**config.mk**
```make
export PLATFORM = sky130hd
export DESIGN_NAME = rx_frame_ring
export DESIGN_NICKNAME = d
export VERILOG_FILES = /design/src/rtl/rxr_pkg.sv /design/src/rtl/rxr_frame_writer.sv /design/src/rtl/rxr_slot_store.sv /design/src/rtl/rxr_queue_ctrl.sv /design/src/rtl/rx_frame_ring.sv
export SDC_FILE = /design/constraint.sdc
export NUM_CORES = 1
export LEC_CHECK = 0
export CORE_ASPECT_RATIO = 1.2
export CORE_MARGIN = 3
export CORE_UTILIZATION = 55
export CTS_CLUSTER_DIAMETER = 150
export DETAILED_ROUTE_END_ITERATION = 12
export PLACE_DENSITY = 0.84
export SYNTH_ARGS = -nofsm -noshare
export SYNTH_HDL_FRONTEND = slang
export SYNTH_SLANG_ARGS = --single-unit
```
**constraint.sdc**
```tcl
create_clock -name clk -period 2.5 [get_ports clk]
set_input_delay 0.625 -clock clk [delete_from_list [all_inputs] [get_ports clk]]
set_output_delay 0.625 -clock clk [all_outputs]
set_load 0.005 [all_outputs]
```
**src/rtl/rxr_pkg.sv**
```systemverilog
package rxr_pkg;
   typedef enum logic [2:0] {
      OP_IDLE  = 3'd0,
      OP_RECV  = 3'd1,
      OP_QLEN  = 3'd2,
      OP_FLUSH = 3'd3,
      OP_MASK  = 3'd4,
      OP_FORCE = 3'd5
   } rxr_op_e;
endpackage

```
**src/rtl/rxr_frame_writer.sv**
```systemverilog
module rxr_frame_writer #(
   parameter int BUF_BYTES = 16,
   parameter int LEN_W     = 5,
   parameter int ADDR_W    = 4
) (
   input  logic              clk,
   input  logic              rst_n,
   input  logic              rx_valid,
   input  logic              rx_last,
   input  logic              full,
   output logic              byte_we,
   output logic [ADDR_W-1:0] byte_addr,
   output logic              commit,
   output logic [LEN_W-1:0]  commit_len
);
   localparam logic [LEN_W-1:0] BUF_L = LEN_W'(BUF_BYTES);

   logic             in_frame_q, drop_q;
   logic [LEN_W-1:0] pos_q;
   logic             start, keep, room;
   logic [LEN_W-1:0] pos, pos_n;

   always_comb begin
      start      = rx_valid && !in_frame_q;
      keep       = start ? !full : !drop_q;
      pos        = start ? '0 : pos_q;
      room       = pos < BUF_L;
      pos_n      = room ? pos + LEN_W'(1) : pos;
      byte_we    = rx_valid && keep && room;
      byte_addr  = pos[ADDR_W-1:0];
      commit     = rx_valid && rx_last && keep;
      commit_len = pos_n;
   end

   always_ff @(posedge clk) begin
      if (!rst_n) begin
         in_frame_q <= 1'b0;
         drop_q     <= 1'b0;
         pos_q      <= '0;
      end else if (rx_valid) begin
         if (rx_last) begin
            in_frame_q <= 1'b0;
            drop_q     <= 1'b0;
            pos_q      <= '0;
         end else begin
            in_frame_q <= 1'b1;
            drop_q     <= !keep;
            pos_q      <= pos_n;
         end
      end
   end
endmodule

```
**src/rtl/rxr_slot_store.sv**
```systemverilog
module rxr_slot_store #(
   parameter int DEPTH     = 4,
   parameter int BUF_BYTES = 16,
   parameter int IDX_W     = 2,
   parameter int LEN_W     = 5,
   parameter int ADDR_W    = 4
) (
   input  logic              clk,
   input  logic              rst_n,
   input  logic              byte_we,
   input  logic [IDX_W-1:0]  w_slot,
   input  logic [ADDR_W-1:0] w_addr,
   input  logic [7:0]        w_data,
   input  logic              len_we,
   input  logic [LEN_W-1:0]  len_val,
   input  logic [IDX_W-1:0]  lk_slot,
   output logic [LEN_W-1:0]  lk_len,
   input  logic [IDX_W-1:0]  rd_slot,
   input  logic [ADDR_W-1:0] rd_addr,
   output logic [7:0]        rd_data
);
   logic [7:0]       bank_rd  [DEPTH];
   logic [LEN_W-1:0] bank_len [DEPTH];

   for (genvar s = 0; s < DEPTH; s++) begin : g_bank
      logic [7:0]       bytes_q [BUF_BYTES];
      logic [LEN_W-1:0] len_q;
      logic             sel;

      assign sel = (w_slot == IDX_W'(s));

      always_ff @(posedge clk) begin
         if (byte_we && sel) bytes_q[w_addr] <= w_data;
      end

      always_ff @(posedge clk) begin
         if (!rst_n)            len_q <= '0;
         else if (len_we && sel) len_q <= len_val;
      end

      assign bank_rd[s]  = bytes_q[rd_addr];
      assign bank_len[s] = len_q;
   end

   assign lk_len = bank_len[lk_slot];

   always_ff @(posedge clk) begin
      if (!rst_n) rd_data <= '0;
      else        rd_data <= bank_rd[rd_slot];
   end
endmodule

```
**src/rtl/rxr_queue_ctrl.sv**
```systemverilog
module rxr_queue_ctrl import rxr_pkg::*; #(
   parameter int DEPTH = 4,
   parameter int IDX_W = 2,
   parameter int CNT_W = 3,
   parameter int LEN_W = 5
) (
   input  logic             clk,
   input  logic             rst_n,
   input  logic             commit,
   input  logic             cmd_valid,
   input  logic [2:0]       cmd_op,
   input  logic [7:0]       cmd_arg,
   input  logic [LEN_W-1:0] lk_len,
   output logic [IDX_W-1:0] wr_idx,
   output logic [IDX_W-1:0] oldest,
   output logic [CNT_W-1:0] count,
   output logic             full,
   output logic             irq,
   output logic             rsp_valid,
   output logic             rsp_ok,
   output logic [LEN_W-1:0] rsp_len,
   output logic [IDX_W-1:0] rsp_slot,
   output logic [15:0]      rsp_qlen
);
   localparam bit POW2 = (DEPTH & (DEPTH - 1)) == 0;

   logic             en_q;
   logic             is_recv, is_qlen, is_flush, is_mask, is_force, known, pop;
   logic [CNT_W-1:0] cnt_n;
   logic [IDX_W-1:0] wr_inc;
   logic             en_n, irq_n;

   if (POW2) begin : g_mask_wrap
      assign oldest = wr_idx - IDX_W'(count);
      assign wr_inc = wr_idx + IDX_W'(1);
   end else begin : g_mod_wrap
      assign oldest = IDX_W'((int'(wr_idx) + DEPTH - int'(count)) % DEPTH);
      assign wr_inc = (wr_idx == IDX_W'(DEPTH - 1)) ? '0 : wr_idx + IDX_W'(1);
   end

   assign full = (count == CNT_W'(DEPTH));

   always_comb begin
      is_recv  = cmd_valid && (cmd_op == OP_RECV);
      is_qlen  = cmd_valid && (cmd_op == OP_QLEN);
      is_flush = cmd_valid && (cmd_op == OP_FLUSH);
      is_mask  = cmd_valid && (cmd_op == OP_MASK);
      is_force = cmd_valid && (cmd_op == OP_FORCE);
      known    = cmd_op <= OP_FORCE;
      pop      = is_recv && (count != '0);

      cnt_n = is_flush ? '0 : count - CNT_W'(pop);
      cnt_n = cnt_n + CNT_W'(commit);

      en_n  = is_mask ? (cmd_arg != 8'd0) : en_q;

      irq_n = irq;
      if (is_force)                     irq_n = 1'b1;
      if (is_mask)                      irq_n = en_n && (cnt_n != '0);
      if (is_recv && (cnt_n == '0))     irq_n = 1'b0;
      if (commit && en_n)               irq_n = 1'b1;
   end

   always_ff @(posedge clk) begin
      if (!rst_n) begin
         count  <= '0;
         wr_idx <= '0;
         en_q   <= 1'b0;
         irq    <= 1'b0;
      end else begin
         count  <= cnt_n;
         wr_idx <= commit ? wr_inc : wr_idx;
         en_q   <= en_n;
         irq    <= irq_n;
      end
   end

   always_ff @(posedge clk) begin
      if (!rst_n) begin
         rsp_valid <= 1'b0;
         rsp_ok    <= 1'b0;
         rsp_len   <= '0;
         rsp_slot  <= '0;
         rsp_qlen  <= '0;
      end else begin
         rsp_valid <= cmd_valid;
         rsp_ok    <= cmd_valid && known;
         rsp_slot  <= oldest;
         rsp_qlen  <= is_qlen ? 16'(count) : 16'd0;
         if (pop)          rsp_len <= lk_len;
         else if (is_qlen) rsp_len <= LEN_W'(2);
         else              rsp_len <= '0;
      end
   end
endmodule

```
**src/rtl/rx_frame_ring.sv**
```systemverilog
module rx_frame_ring #(
   parameter  int DEPTH     = 4,
   parameter  int BUF_BYTES = 16,
   localparam int IDX_W     = (DEPTH > 1) ? $clog2(DEPTH) : 1,
   localparam int CNT_W     = $clog2(DEPTH + 1),
   localparam int LEN_W     = $clog2(BUF_BYTES + 1),
   localparam int ADDR_W    = (BUF_BYTES > 1) ? $clog2(BUF_BYTES) : 1
) (
   input  logic              clk,
   input  logic              rst_n,
   input  logic              rx_valid,
   input  logic [7:0]        rx_data,
   input  logic              rx_last,
   input  logic              cmd_valid,
   input  logic [2:0]        cmd_op,
   input  logic [7:0]        cmd_arg,
   output logic              rsp_valid,
   output logic              rsp_ok,
   output logic [LEN_W-1:0]  rsp_len,
   output logic [IDX_W-1:0]  rsp_slot,
   output logic [15:0]       rsp_qlen,
   input  logic [IDX_W-1:0]  rd_slot,
   input  logic [ADDR_W-1:0] rd_addr,
   output logic [7:0]        rd_data,
   output logic              irq
);
   initial begin : chk_params
      assert (DEPTH >= 2) else $fatal(1, "DEPTH must be at least 2");
      assert (BUF_BYTES >= 2) else $fatal(1, "BUF_BYTES must be at least 2");
      assert (DEPTH < 65536) else $fatal(1, "DEPTH must fit the 16-bit length answer");
   end

   logic              q_commit, q_full, byte_we;
   logic [ADDR_W-1:0] byte_addr;
   logic [LEN_W-1:0]  commit_len, lk_len;
   logic [IDX_W-1:0]  wr_idx, oldest;
   logic [CNT_W-1:0]  q_count;

   rxr_frame_writer #(.BUF_BYTES(BUF_BYTES), .LEN_W(LEN_W), .ADDR_W(ADDR_W)) u_writer (
      .clk, .rst_n, .rx_valid, .rx_last,
      .full(q_full), .byte_we, .byte_addr,
      .commit(q_commit), .commit_len
   );

   rxr_slot_store #(.DEPTH(DEPTH), .BUF_BYTES(BUF_BYTES), .IDX_W(IDX_W),
                    .LEN_W(LEN_W), .ADDR_W(ADDR_W)) u_store (
      .clk, .rst_n,
      .byte_we, .w_slot(wr_idx), .w_addr(byte_addr), .w_data(rx_data),
      .len_we(q_commit), .len_val(commit_len),
      .lk_slot(oldest), .lk_len,
      .rd_slot, .rd_addr, .rd_data
   );

   rxr_queue_ctrl #(.DEPTH(DEPTH), .IDX_W(IDX_W), .CNT_W(CNT_W), .LEN_W(LEN_W)) u_ctrl (
      .clk, .rst_n, .commit(q_commit),
      .cmd_valid, .cmd_op, .cmd_arg, .lk_len,
      .wr_idx, .oldest, .count(q_count), .full(q_full), .irq,
      .rsp_valid, .rsp_ok, .rsp_len, .rsp_slot, .rsp_qlen
   );
endmodule

```
==> summary.md <==
| Metric | Value |
|---|---|
| Clk slew on worst S/H paths | 60 ps |
| Psw | between 4 and 5 mW |
| Post-synthesis sequential area ratio | 73.94% |
| Synth cell count leaders | edfxtp_1, mux4_2, nor2_1 |
| Gate Count Post-Synth | 1175 |
| Nets | 1466 |
| Vias in the first global route | between 10000 and 15000 |
| Num CTS Buffers | approximately 50 |
| Clk_skew | 30.23 ps |
| Critical path class | input port to register |
| Final Core Density | about 66% |
| CTS root buf | clkbuf_16 |
| Antenna cells | 0 |
| Worst-Margin Slew | 693.8 ps |
| Drt drc | 0 |
| Relative slew slack | 53.75% |
| DR vias | 12640 |
| Top cell type's share of synthesized area | 69.08% |
| Area Overhead vs Synth | 18.69% |
| HPWL after DPL | around 34000 um |
| Fillers | 2439 |
| Yosys cell types | 63 |
| Max-Cap Viols | 0 |
| Remaining antenna violation count | 0 |
| Die X | 189.6 um |
| Max Fclk | 402.6 MHz |
| Largest fanout on the critical path | 8 |
| Place WS | -661.8 ps |
| Global-route wire length before repair | 82880 um |
| Final instance area | 0.02641 mm2 |
| Register area | 0.01646 mm2 |
| Clock sinks | 566 |
| Ys flop type | edfxtp_1 |
| Maximum vdd drop | 0.5624 mV |
| Tot Pwr | 19.35 mW |
| Vias/cell | 6.334 |
| Req. time, crit path | 2780 ps |
| Comb pwr share | 6.5% |
| Cell taking the most area after synthesis | edfxtp_1 |
| Cell area after synthesis | 0.02226 mm2 |
| Core ar. | 0.03984 mm2 |
| Max-slew violation count | 0 |
| CTS tree | yes |
| DR pass1 iterations | 5 |
| Flop pwr share | a little over half |
| IO Pins | 64 |
| Synth area leaders | edfxtp_1, mux4_2, dfxtp_1 |
| Most common cell in the synthesized netlist | edfxtp_1 |
| Grt ovf | 0 |
| EDFF count, synth | around 510 |
| Critical Path, Cell by Cell | clkdlybuf4s50_1 > nand2b_1 > buf_4 > o21ai_0 > nand2_1 > nor2_1 > buf_4 |
| Largest net degree at the start of global routing | 65 |
| Routability cong. | 0.9416 |
| CTS Buffer Depth | 3 |
| Async set-reset flop share out of synthesis | 0% |
| Row count | 80 |
| Initial core utilization | 55.86% |
| DR WL/cell | roughly 27 um |
| Static leakage | slightly below 9 nW |
| # setup viols final | 0 |
| Total Die Area | 0.04292 mm2 |
| Die Y | about 230 um |
| Setup crit start kind | input port |
| Ys Warns | 0 |
| Multi-input logic area | 0.005329 mm2 |
| Share of cells above drive strength 1 | roughly 29% |
| Final wirelength | 54390 um |
| Outcome | completed |
| Syn_area_per_cell | 18.94 um2 |
| Worst min path class | register to register |
| Internal power | 15.30 mW |
| Delay of the slowest critical-path stage | between 500 and 600 ps |
| Worst path top cell family by delay | buffers and inverters |
| Clock share of power | 39.8% |
| Worst path bufs/invs | 3 |
| H-tree depth | 2 |
| Dpl cell area | 0.02472 mm2 |
| Total track usage | 25.86% |
| Net Sw Frac | 20.92% |
| Initial antenna violation count | 1 |
| Initial drt markers | 1661 |
| Slowest CP cell | clkdlybuf4s50_1 |
| Final hold vios | 0 |
| Min Tclk post-route | around 2500 ps |
| Synth Register Bits | 566 |
| Clock Latency Late Sink | 580 ps |
| Power per cell area | 732.5 mW/mm2 |
| IO buf count | 50 |
| CP arrival | roughly 2800 ps |
| Critical Path Sink Type | register |
| CTS hold repair buffers | 0 |
| Setup tns final | 0 ps |
| Fin crit share | between 90 and 100% |
| Final WS setup | 16.38 ps |
| Cell mode on critical path | buf_4 |
power by group through the flow:
stage	registers (mW)	logic, mW	clock network, mW
after floorplan	10.6	0.617	0
after global placement	10.6	1.18	0
after detailed placement	10.6	1.22	0
after CTS	10.4	1.24	7.79
after global routing	10.4	1.32	8.13
final	10.4	1.25	7.71
flip-flops by register name (all words and copies together), names as in the netlist, 2 cells and up:
signal                  flops
u_ctrl.rsp_len              5
u_ctrl.rsp_slot             2
u_ctrl.count                3
u_store.g_bank.len_q       20
u_ctrl.rsp_qlen             3
u_ctrl.wr_idx               2
u_store.g_bank.bytes_q    512
u_store.rd_data             8
u_writer.pos_q              5
through the flow:
step / hold slack, ps / std cells
final: 459.0 / 1995
after global routing: 469.7 / 1995
after CTS: 457.9 / 1994
after detailed placement: 448.6 / 1901
after global placement: 440.6 / 1901
after floorplan: 433.1 / 1187
worst paths after layout:
path,from,to,cells past startpoint,slack (ps)
setup / recovery,rx_valid,u_store.g_bank[1].bytes_q[0][3]$_DFFE_PP_,7,20
hold / removal,u_store.g_bank[2].len_q[2]$_SDFFE_PN0P_,u_store.g_bank[2].len_q[2]$_SDFFE_PN0P_,2,460
setup reg to reg,u_writer.in_frame_q$_SDFFE_PN0P_,u_ctrl.irq$_SDFFE_PN0P_,8,100
hold reg to reg,u_store.g_bank[2].len_q[2]$_SDFFE_PN0P_,u_store.g_bank[2].len_q[2]$_SDFFE_PN0P_,2,460
tightest hold or removal path, stage by stage (launching register included):
cell     delay [ps]
dfxtp_1         310
nand2_1          50
a21oi_1          50
cells by family after synthesis:
group	synth area share, %
adder cells (fa/ha/maj)	0.7309
AND/OR/NAND/NOR	4.784
multiplexers	13.98
flip-flops	73.94
XOR/XNOR	0.2699
AO/OA/AOI/OAI	3.818
other	0.01685
buffers and inverters	2.457
timing repair:
action / CTS / global route
resized for setup: 1 / 8
pin swaps: 1 / 3
setup buffers: 1 / 1
setup endpoints to repair: 1 / 8
final cells by class:
cell class	instances	area share (%)
Sequential cell	566	62.30
Multi-Input combinational cell	534	20.17
Clock inverter	31	1.085
Clock buffer	61	5.135
Tap cell	533	2.525
Inverter	14	0.1989
Timing Repair Buffer	256	8.583
per-layer routing:
metal	vias to the layer above	global-route usage (%)	wire (um)
met1	6422	33.40	19140
met4	2	10.95	2575
met2	837	43.37	27450
met3	181	5.273	5214
li1	5195	-	-
met5	-	0	13
layout by cell type (no fill, tap or decap), drive strengths merged, types with 3 or more instances in the layout:
cell	synthesis	layout
edfxtp	512	512
buf	58	217
mux4	131	131
nor2	100	100
clkbuf	15	61
dfxtp	54	54
nand2	52	52
clkdlybuf4s50	0	35
a21oi	28	28
o22ai	23	23
a22oi	18	18
clkinv	0	18
nor2b	17	17
inv	14	16
mux2i	15	15
a211oi	15	15
conb	1	13
ha	13	13
and2	13	13
nor3	10	10
o21ai	10	10
nand2b	9	9
nand3	7	7
o221ai	7	7
clkinvlp	0	6
bufinv	0	5
xnor2	5	5
dlymetal6s2s	0	4
and3	4	4
nand4	3	3
a211o	3	3
o2bb2ai	3	3
a31oi	3	3
No activity file was read; power rests on OpenSTA's default activity.
